**src/rtl/dac_i2c_pkg.sv**
```systemverilog
package dac_i2c_pkg;

    localparam logic [4:0] DEV_ADDR_HI = 5'b00011;

    typedef enum logic [2:0] {
        ST_IDLE,
        ST_ADDR,
        ST_AACK,
        ST_RX,
        ST_RACK,
        ST_TX,
        ST_TACK,
        ST_SKIP
    } frame_st_t;

    // strapping level -> low address bits
    function automatic logic [1:0] pin_to_low(input logic [1:0] lvl);
        case (lvl)
            2'd0:    return 2'b11;
            2'd1:    return 2'b00;
            default: return 2'b10;
        endcase
    endfunction

endpackage

```
**src/rtl/i2c_line_sync.sv**
```systemverilog
module i2c_line_sync (
    input  logic clk,
    input  logic rst_n,
    input  logic scl_i,
    input  logic sda_i,
    output logic scl_o,
    output logic sda_o,
    output logic scl_rise,
    output logic scl_fall,
    output logic start_ev,
    output logic stop_ev
);
    typedef struct packed {
        logic [1:0] scl_pipe;
        logic [1:0] sda_pipe;
        logic       scl_prev;
        logic       sda_prev;
    } sync_t;

    sync_t s_d, s_q;

    always_comb begin
        s_d          = s_q;
        s_d.scl_pipe = {s_q.scl_pipe[0], scl_i};
        s_d.sda_pipe = {s_q.sda_pipe[0], sda_i};
        s_d.scl_prev = s_q.scl_pipe[1];
        s_d.sda_prev = s_q.sda_pipe[1];
    end

    always_ff @(posedge clk or negedge rst_n) begin
        if (!rst_n) s_q <= '1;
        else        s_q <= s_d;
    end

    assign scl_o    = s_q.scl_pipe[1];
    assign sda_o    = s_q.sda_pipe[1];
    assign scl_rise = scl_o & ~s_q.scl_prev;
    assign scl_fall = ~scl_o & s_q.scl_prev;
    assign start_ev = scl_o & s_q.scl_prev & s_q.sda_prev & ~sda_o;
    assign stop_ev  = scl_o & s_q.scl_prev & ~s_q.sda_prev & sda_o;

endmodule

```
**src/rtl/dac_i2c_frame.sv**
```systemverilog
module dac_i2c_frame
    import dac_i2c_pkg::*;
#(
    parameter int DATA_BITS = 12
) (
    input  logic                 clk,
    input  logic                 rst_n,
    input  logic                 scl,
    input  logic                 sda,
    input  logic                 scl_rise,
    input  logic                 scl_fall,
    input  logic                 start_ev,
    input  logic                 stop_ev,
    input  logic [6:0]           dev_addr,
    output logic                 sda_oe,
    output logic [1:0]           pd_mode,
    output logic [DATA_BITS-1:0] dac_code,
    output logic                 commit
);
    localparam int CODE_TOP = 11;

    typedef struct packed {
        frame_st_t            st;
        logic [3:0]           cnt;
        logic [7:0]           sh;
        logic [7:0]           hi;
        logic                 rw;
        logic                 byte1;
        logic                 ack;
        logic                 oe;
        logic [1:0]           pd;
        logic [DATA_BITS-1:0] code;
        logic                 commit;
    } frame_t;

    frame_t f_d, f_q;
    logic [15:0] rb_word;
    logic [15:0] wr_word;

    always_comb begin
        rb_word                          = '0;
        rb_word[13:12]                   = f_q.pd;
        rb_word[CODE_TOP -: DATA_BITS]   = f_q.code;
        wr_word                          = {f_q.hi, f_q.sh};
    end

    always_comb begin
        f_d        = f_q;
        f_d.commit = 1'b0;
        if (start_ev) begin
            f_d.st  = ST_ADDR;
            f_d.cnt = '0;
            f_d.oe  = 1'b0;
        end else if (stop_ev) begin
            f_d.st = ST_IDLE;
            f_d.oe = 1'b0;
        end else begin
            unique case (f_q.st)
                ST_ADDR, ST_RX: begin
                    if (scl_rise) begin
                        f_d.sh  = {f_q.sh[6:0], sda};
                        f_d.cnt = f_q.cnt + 4'd1;
                    end else if (scl_fall && f_q.cnt == 4'd8) begin
                        f_d.cnt = '0;
                        if (f_q.st == ST_ADDR) begin
                            if (f_q.sh[7:1] == dev_addr) begin
                                f_d.st = ST_AACK;
                                f_d.oe = 1'b1;
                                f_d.rw = f_q.sh[0];
                            end else begin
                                f_d.st = ST_SKIP;
                            end
                        end else begin
                            f_d.st = ST_RACK;
                            f_d.oe = 1'b1;
                            if (!f_q.byte1) f_d.hi = f_q.sh;
                        end
                    end
                end
                ST_AACK: begin
                    if (scl_fall) begin
                        f_d.byte1 = 1'b0;
                        if (f_q.rw) begin
                            f_d.st = ST_TX;
                            f_d.sh = rb_word[15:8];
                            f_d.oe = ~rb_word[15];
                        end else begin
                            f_d.st = ST_RX;
                            f_d.oe = 1'b0;
                        end
                    end
                end
                ST_RACK: begin
                    if (scl_fall) begin
                        f_d.oe = 1'b0;
                        if (f_q.byte1) begin
                            f_d.commit = 1'b1;
                            f_d.pd     = wr_word[13:12];
                            f_d.code   = wr_word[CODE_TOP -: DATA_BITS];
                            f_d.st     = ST_SKIP;
                        end else begin
                            f_d.byte1 = 1'b1;
                            f_d.st    = ST_RX;
                        end
                    end
                end
                ST_TX: begin
                    if (scl_rise) begin
                        f_d.cnt = f_q.cnt + 4'd1;
                    end else if (scl_fall) begin
                        if (f_q.cnt == 4'd8) begin
                            f_d.cnt = '0;
                            f_d.oe  = 1'b0;
                            f_d.st  = ST_TACK;
                        end else begin
                            f_d.sh = {f_q.sh[6:0], 1'b0};
                            f_d.oe = ~f_q.sh[6];
                        end
                    end
                end
                ST_TACK: begin
                    if (scl_rise) begin
                        f_d.ack = ~sda;
                    end else if (scl_fall) begin
                        if (f_q.ack && !f_q.byte1) begin
                            f_d.byte1 = 1'b1;
                            f_d.sh    = rb_word[7:0];
                            f_d.oe    = ~rb_word[7];
                            f_d.st    = ST_TX;
                        end else begin
                            f_d.st = ST_SKIP;
                        end
                    end
                end
                default: f_d.oe = 1'b0;
            endcase
        end
    end

    always_ff @(posedge clk or negedge rst_n) begin
        if (!rst_n) begin
            f_q    <= '0;
            f_q.st <= ST_IDLE;
        end else begin
            f_q <= f_d;
        end
    end

    assign sda_oe   = f_q.oe;
    assign pd_mode  = f_q.pd;
    assign dac_code = f_q.code;
    assign commit   = f_q.commit;


    oe_scl_low_chk: assert property (@(posedge clk) disable iff (!rst_n)
        $rose(sda_oe) |-> !scl);


    commit_pulse_chk: assert property (@(posedge clk) disable iff (!rst_n)
        commit |=> !commit);


    stop_release_chk: assert property (@(posedge clk) disable iff (!rst_n)
        stop_ev |=> (!sda_oe && !commit));


    hold_outputs_chk: assert property (@(posedge clk) disable iff (!rst_n)
        !commit |-> ($stable(pd_mode) && $stable(dac_code)));

endmodule

```
**src/rtl/dac_i2c_slave.sv**
```systemverilog
module dac_i2c_slave
    import dac_i2c_pkg::*;
#(
    parameter int DATA_BITS = 12
) (
    input  logic                 clk,
    input  logic                 rst_n,
    input  logic                 scl_i,
    input  logic                 sda_i,
    input  logic [1:0]           pin_lvl,
    output logic                 sda_oe,
    output logic [1:0]           pd_mode,
    output logic [DATA_BITS-1:0] dac_code,
    output logic                 commit
);
    logic       scl_s, sda_s, scl_rise, scl_fall, start_ev, stop_ev;
    logic [6:0] dev_addr;

    assign dev_addr = {DEV_ADDR_HI, pin_to_low(pin_lvl)};


    always_comb begin
        addr_map_chk: assert (dev_addr[1:0] != 2'b01);
    end

    i2c_line_sync u_sync (
        .clk      (clk),
        .rst_n    (rst_n),
        .scl_i    (scl_i),
        .sda_i    (sda_i),
        .scl_o    (scl_s),
        .sda_o    (sda_s),
        .scl_rise (scl_rise),
        .scl_fall (scl_fall),
        .start_ev (start_ev),
        .stop_ev  (stop_ev)
    );

    dac_i2c_frame #(.DATA_BITS(DATA_BITS)) u_frame (
        .clk      (clk),
        .rst_n    (rst_n),
        .scl      (scl_s),
        .sda      (sda_s),
        .scl_rise (scl_rise),
        .scl_fall (scl_fall),
        .start_ev (start_ev),
        .stop_ev  (stop_ev),
        .dev_addr (dev_addr),
        .sda_oe   (sda_oe),
        .pd_mode  (pd_mode),
        .dac_code (dac_code),
        .commit   (commit)
    );

endmodule

```
**config.mk**
```make
export PLATFORM = sky130hd
export DESIGN_NAME = dac_i2c_slave
export DESIGN_NICKNAME = d
export VERILOG_FILES = /design/src/rtl/dac_i2c_pkg.sv /design/src/rtl/i2c_line_sync.sv /design/src/rtl/dac_i2c_frame.sv /design/src/rtl/dac_i2c_slave.sv
export SDC_FILE = /design/constraint.sdc
export NUM_CORES = 1
export LEC_CHECK = 0
export ABC_AREA = 1
export ABC_CLOCK_PERIOD_IN_PS = 1770
export CAP_MARGIN = 5
export CORE_MARGIN = 5
export CORE_UTILIZATION = 26
export DETAILED_ROUTE_END_ITERATION = 16
export GPL_TIMING_DRIVEN = 0
export SLEW_MARGIN = 40
export SYNTH_ARGS = -nofsm -noshare
export SYNTH_HDL_FRONTEND = slang
export SYNTH_SLANG_ARGS = --single-unit
```
**constraint.sdc**
```tcl
create_clock -name clk -period 1.77 [get_ports clk]
set_input_delay 0.354 -clock clk [delete_from_list [all_inputs] [get_ports clk]]
set_output_delay 0.354 -clock clk [all_outputs]
set_load 0.005 [all_outputs]
```
==> flow_metrics.env, run 1 <==
export IMPL_status="finished with violations"
export IMPL_failed_checks="setup timing"
export IMPL_maxCapViolCount=0
export IMPL_count_of_flip_flops_with_a_built_in_enable_after_synthesis=0
export IMPL_power_static_leakage_uw=0.001697
export IMPL_critical_path_top_delay_family="flip-flops"
export IMPL_power_share_combinational_pct=53.9
export IMPL_drt_wirelength_per_cell_um=12.36
export IMPL_clock_sinks=46
export IMPL_synthArstFlopShare_pct=100.0
export IMPL_dr_first_iter_drc_count=133
export IMPL_ys_dominant_reg_cell="sky130_fd_sc_hd__dfrtp_1"
export IMPL_max_slew_worst_pin_slew_ps=356.6
export IMPL_fin_cells=529
export IMPL_io_pins=22
export IMPL_synthDominantCellAreaShare_pct=37.99
export IMPL_vias=2393
export IMPL_io_buffer_count=21
export IMPL_dr_max_layer_used="met4"
export IMPL_reg2reg_depth=11
export IMPL_grt_usage_pct=10.32
export IMPL_buffer_levels_on_the_longest_clock_path=2
export IMPL_numPlacedInstances=497
export IMPL_clock_insertion_delay_worst_skew_ps=300
export IMPL_worstPathMaxFanout=5
export IMPL_dr_wl_met3_um=285
export IMPL_die_width_um=110.7
export IMPL_critPathBufInv=3
export IMPL_worst_endpoint_arrival_ps=2000
export IMPL_cts_htree_levels=2
export IMPL_fillerInstances=1023
export IMPL_internal_power_uw=2630
export IMPL_chipHeight_um=110.7
export IMPL_final_layout_size_suffix_gt1_share_pct=32.32
export IMPL_timing_hold_violations_final=0
export IMPL_sw_share_pct=43.31
export IMPL_max_slew_violations=0
export IMPL_post_dp_cell_area_mm2=0.003029
export IMPL_cell_taking_the_most_area_after_synthesis="sky130_fd_sc_hd__dfrtp_1"
export IMPL_cts_root_buffer="sky130_fd_sc_hd__clkbuf_8"
export IMPL_hp_class="flip-flop to flip-flop"
export IMPL_cp_start_kind="flip-flop"
export IMPL_synth_common_cells="sky130_fd_sc_hd__nand2_1 (116), sky130_fd_sc_hd__dfrtp_1 (40), sky130_fd_sc_hd__inv_1 (36)"
export IMPL_regToRegEndpoint="u_frame.f_q[31]$_DFFE_PN0P_"
export IMPL_cts_inserted_buffers=5
export IMPL_post_synth_top_count_cell="sky130_fd_sc_hd__nand2_1"
export IMPL_power_density_mw_per_mm2=1292
export IMPL_syn_to_final_growth_pct=36.32
export IMPL_syn_instance_count=342
export IMPL_first_global_vias=2205
export IMPL_ant_nets=0
export IMPL_seq_total_area_yosys_pct=43.97
export IMPL_drt_drc_violations_left=0
export IMPL_detail_route_wirelength_um=6540
export IMPL_wire_length_of_the_first_global_routing_pass_um=10580
export IMPL_setup_worst_path_end="u_frame.f_q[31]$_DFFE_PN0P_"
export IMPL_core_area_mm2=0.009819
export IMPL_critical_path_max_stage_delay_ps=620
export IMPL_grt_setup_unrepaired="yes"
export IMPL_max_slew_margin_rel_pct=76.17
export IMPL_num_nets_final=406
export IMPL_dpl_worst_slack_ps=-273.3
export IMPL_rr_startpoint="u_sync.s_q[1]$_DFF_PN1_"
export IMPL_synth_nets=353
export IMPL_critPathRequiredTime_ps=1970
export IMPL_max_clock_freq_mhz=553.4
export IMPL_top_cells_by_area_synth="sky130_fd_sc_hd__dfrtp_1 (38%), sky130_fd_sc_hd__nand2_1 (17%), sky130_fd_sc_hd__dfstp_2 (6.0%), sky130_fd_sc_hd__inv_1 (5.1%), sky130_fd_sc_hd__buf_4 (4.3%)"
export IMPL_ir_drop_mv=0.4086
export IMPL_finish_instance_area_mm2=0.003592
export IMPL_finalCriticalPeriod_ps=1807
export IMPL_setup_violations=8
export IMPL_gr_total_overflow=0
export IMPL_cts_tree="yes"
export IMPL_avgSynthCellArea_um2=7.705
export IMPL_n_antenna_cell=0
export IMPL_ys_types=29
export IMPL_synth_seq_cells=46
export IMPL_firstDrtPassIters=4
export IMPL_design_die_area_mm2=0.01225
export IMPL_antenna_found_initial=0
export IMPL_path_class="flip-flop to flip-flop"
export IMPL_vias_per_cell=4.524
export IMPL_path_depth=11
export IMPL_critPathLaunch="u_sync.s_q[1]$_DFF_PN1_"
export IMPL_detailed_place_hpwl_um=4398
export IMPL_worst_setup_hold_path_clk_slew_ps=90
export IMPL_r2r_slack_ps=-40
export IMPL_layout_setup_ws_ps=-36.88
export IMPL_grt_max_degree=32
export IMPL_period_share_pct=102.1
export IMPL_final_hold_worst_slack_ps=360.3
export IMPL_synth_yosys_warnings=0
export IMPL_power_clock_fraction_pct=15.2
export IMPL_power_switching_uw=2009
export IMPL_crit_path_top_delay_cell="sky130_fd_sc_hd__dfstp_2"
export IMPL_power_frac_seq_pct=30.9
export IMPL_wl_met1_um=2986
export IMPL_crit_chain="ha_4 -> inv_6 -> nor2_4 -> inv_2 -> o21ai_1 -> nand2_1 -> nor2_4 -> nand2_4 -> buf_12 -> nand2_4 -> o21ai_2"
export IMPL_post_synth_instance_area_mm2=0.002635
export IMPL_largest_clock_skew_in_the_final_design_ps=5.621
export IMPL_cp_end_kind="flip-flop"
export IMPL_routabilityCongestion=0.8781
export IMPL_initial_core_util_pct=26.83
export IMPL_wl_met2_um=3237
export IMPL_fp_row_count=36
## how the worst min path moves through the flow
stage | to | from | depth (start not counted)
after global placement | u_sync.scl_o$_DFF_PN1_ | u_sync.s_d[5]$_DFF_PN1_ | 0
after CTS | u_sync.sda_o$_DFF_PN1_ | u_sync.s_d[3]$_DFF_PN1_ | 0
after floorplan | u_frame.commit$_DFF_PN0_ | rst_n | 0
after global routing | u_sync.sda_o$_DFF_PN1_ | u_sync.s_d[3]$_DFF_PN1_ | 0
final | u_sync.sda_o$_DFF_PN1_ | u_sync.s_d[3]$_DFF_PN1_ | 0
after detailed placement | u_frame.f_q[41]$_DFFE_PN0P_ | rst_n | 1
## worst reg2reg max path, delay by kind of cell (launching register included)
kind	cells	cell delay [ps]
adders and majority gates	1	180
and+or+nand+nor	5	490
DFF	1	620
buffers and inverters	3	250
AOI/OAI and AO/OA	2	160
## state kept, by name (all words and copies together) (netlist names)
register,cells
u_frame.f_q,24
u_sync.s_d,2
u_sync.sda_o,1
u_frame.pd_mode,2
u_frame.dac_code,12
u_sync.scl_o,1
u_frame.sda_oe,1
u_frame.commit,1
u_sync.s_q,2
## through the flow
step	setup TNS [ps]	total power (uW)	utilization (%)
6_report	-183.2	4640	36.58
5_1_grt	-1214	5025	36.58
4_1_cts	-5.253	4383	33.93
3_5_place_dp	-5247	3408	30.85
3_3_place_gp	-46840	3375	30.67
2_1_floorplan	0	2907	-
## layout by cell type (no fill, tap or decap), types with 5 or more instances in the layout
cell	netlist	final
sky130_fd_sc_hd__o21ai_1	11	11
sky130_fd_sc_hd__buf_4	15	36
sky130_fd_sc_hd__o21ai_2	6	7
sky130_fd_sc_hd__dfstp_2	6	6
sky130_fd_sc_hd__nor2_1	25	17
sky130_fd_sc_hd__dfrtp_1	40	40
sky130_fd_sc_hd__nand3_1	18	14
sky130_fd_sc_hd__inv_1	36	29
sky130_fd_sc_hd__o21ai_0	20	19
sky130_fd_sc_hd__nand2_4	3	8
sky130_fd_sc_hd__nor2_4	5	13
sky130_fd_sc_hd__clkbuf_8	0	6
sky130_fd_sc_hd__nand2_2	4	16
sky130_fd_sc_hd__clkdlybuf4s50_1	0	20
sky130_fd_sc_hd__a21oi_1	7	7
sky130_fd_sc_hd__nand2_1	116	98
sky130_fd_sc_hd__inv_2	4	10
sky130_fd_sc_hd__buf_6	0	5
## power groups by stage
stage / clock [uW] / combinational, uW / sequential, uW
3_5_place_dp: 0 / 1970 / 1430
4_1_cts: 733 / 2230 / 1420
6_report: 706 / 2500 / 1430
2_1_floorplan: 0 / 1520 / 1390
3_3_place_gp: 0 / 1950 / 1430
5_1_grt: 780 / 2780 / 1460
## kinds of logic (layout without fill, tap and decap cells)
logic type / Yosys count / after routing / synth area share [%]
adder cells (fa/ha/maj): 5 / 5 / 2.374
AO/OA/AOI/OAI: 49 / 49 / 10.54
AND/OR/NAND/NOR: 182 / 182 / 31.48
flip-flops: 46 / 46 / 43.97
XOR/XNOR: 1 / 1 / 0.3324
buffers and inverters: 59 / 113 / 11.30
## timing repair
| action | in CTS | in global routing |
|---|---|---|
| hold buffers | 1 | 0 |
| buffers inserted | 9 | 13 |
| gates cloned | 1 | 1 |
| gates resized for setup | 28 | 48 |
| endpoints found under the hold margin | 9 | 0 |
| pin swaps | 7 | 15 |
| setup endpoints to repair | 31 | 32 |
## layer usage
metal / global-route usage [%] / up-vias
li1: - / 1173
met2: 16.75 / 53
met1: 13.20 / 1163
met3: 2.293 / 4
met4: 4.351 / 0
met5: 0 / -
## layout make-up
class                   instances  area (um^2)  area share, %
multi-input cells             237         1409          39.22
flip-flops and latches         46         1159          32.25
repair buffers                 47        449.2          12.50
well taps                     133        166.4          4.633
plain buffers                  18        155.1          4.319
inverters                      40        155.1          4.319
clock buffers                   6        82.58          2.299
clock inverters                 2        16.27         0.4528
Power figures use the tool's default switching activity.
==> inputs of run 2 (changes only) <==
- CTS_CLUSTER_DIAMETER: not set -> 40
- CTS_CLUSTER_SIZE: not set -> 12
==> results of run 2 <==
Final layout, timing and power as in run 1 (identical DEF).
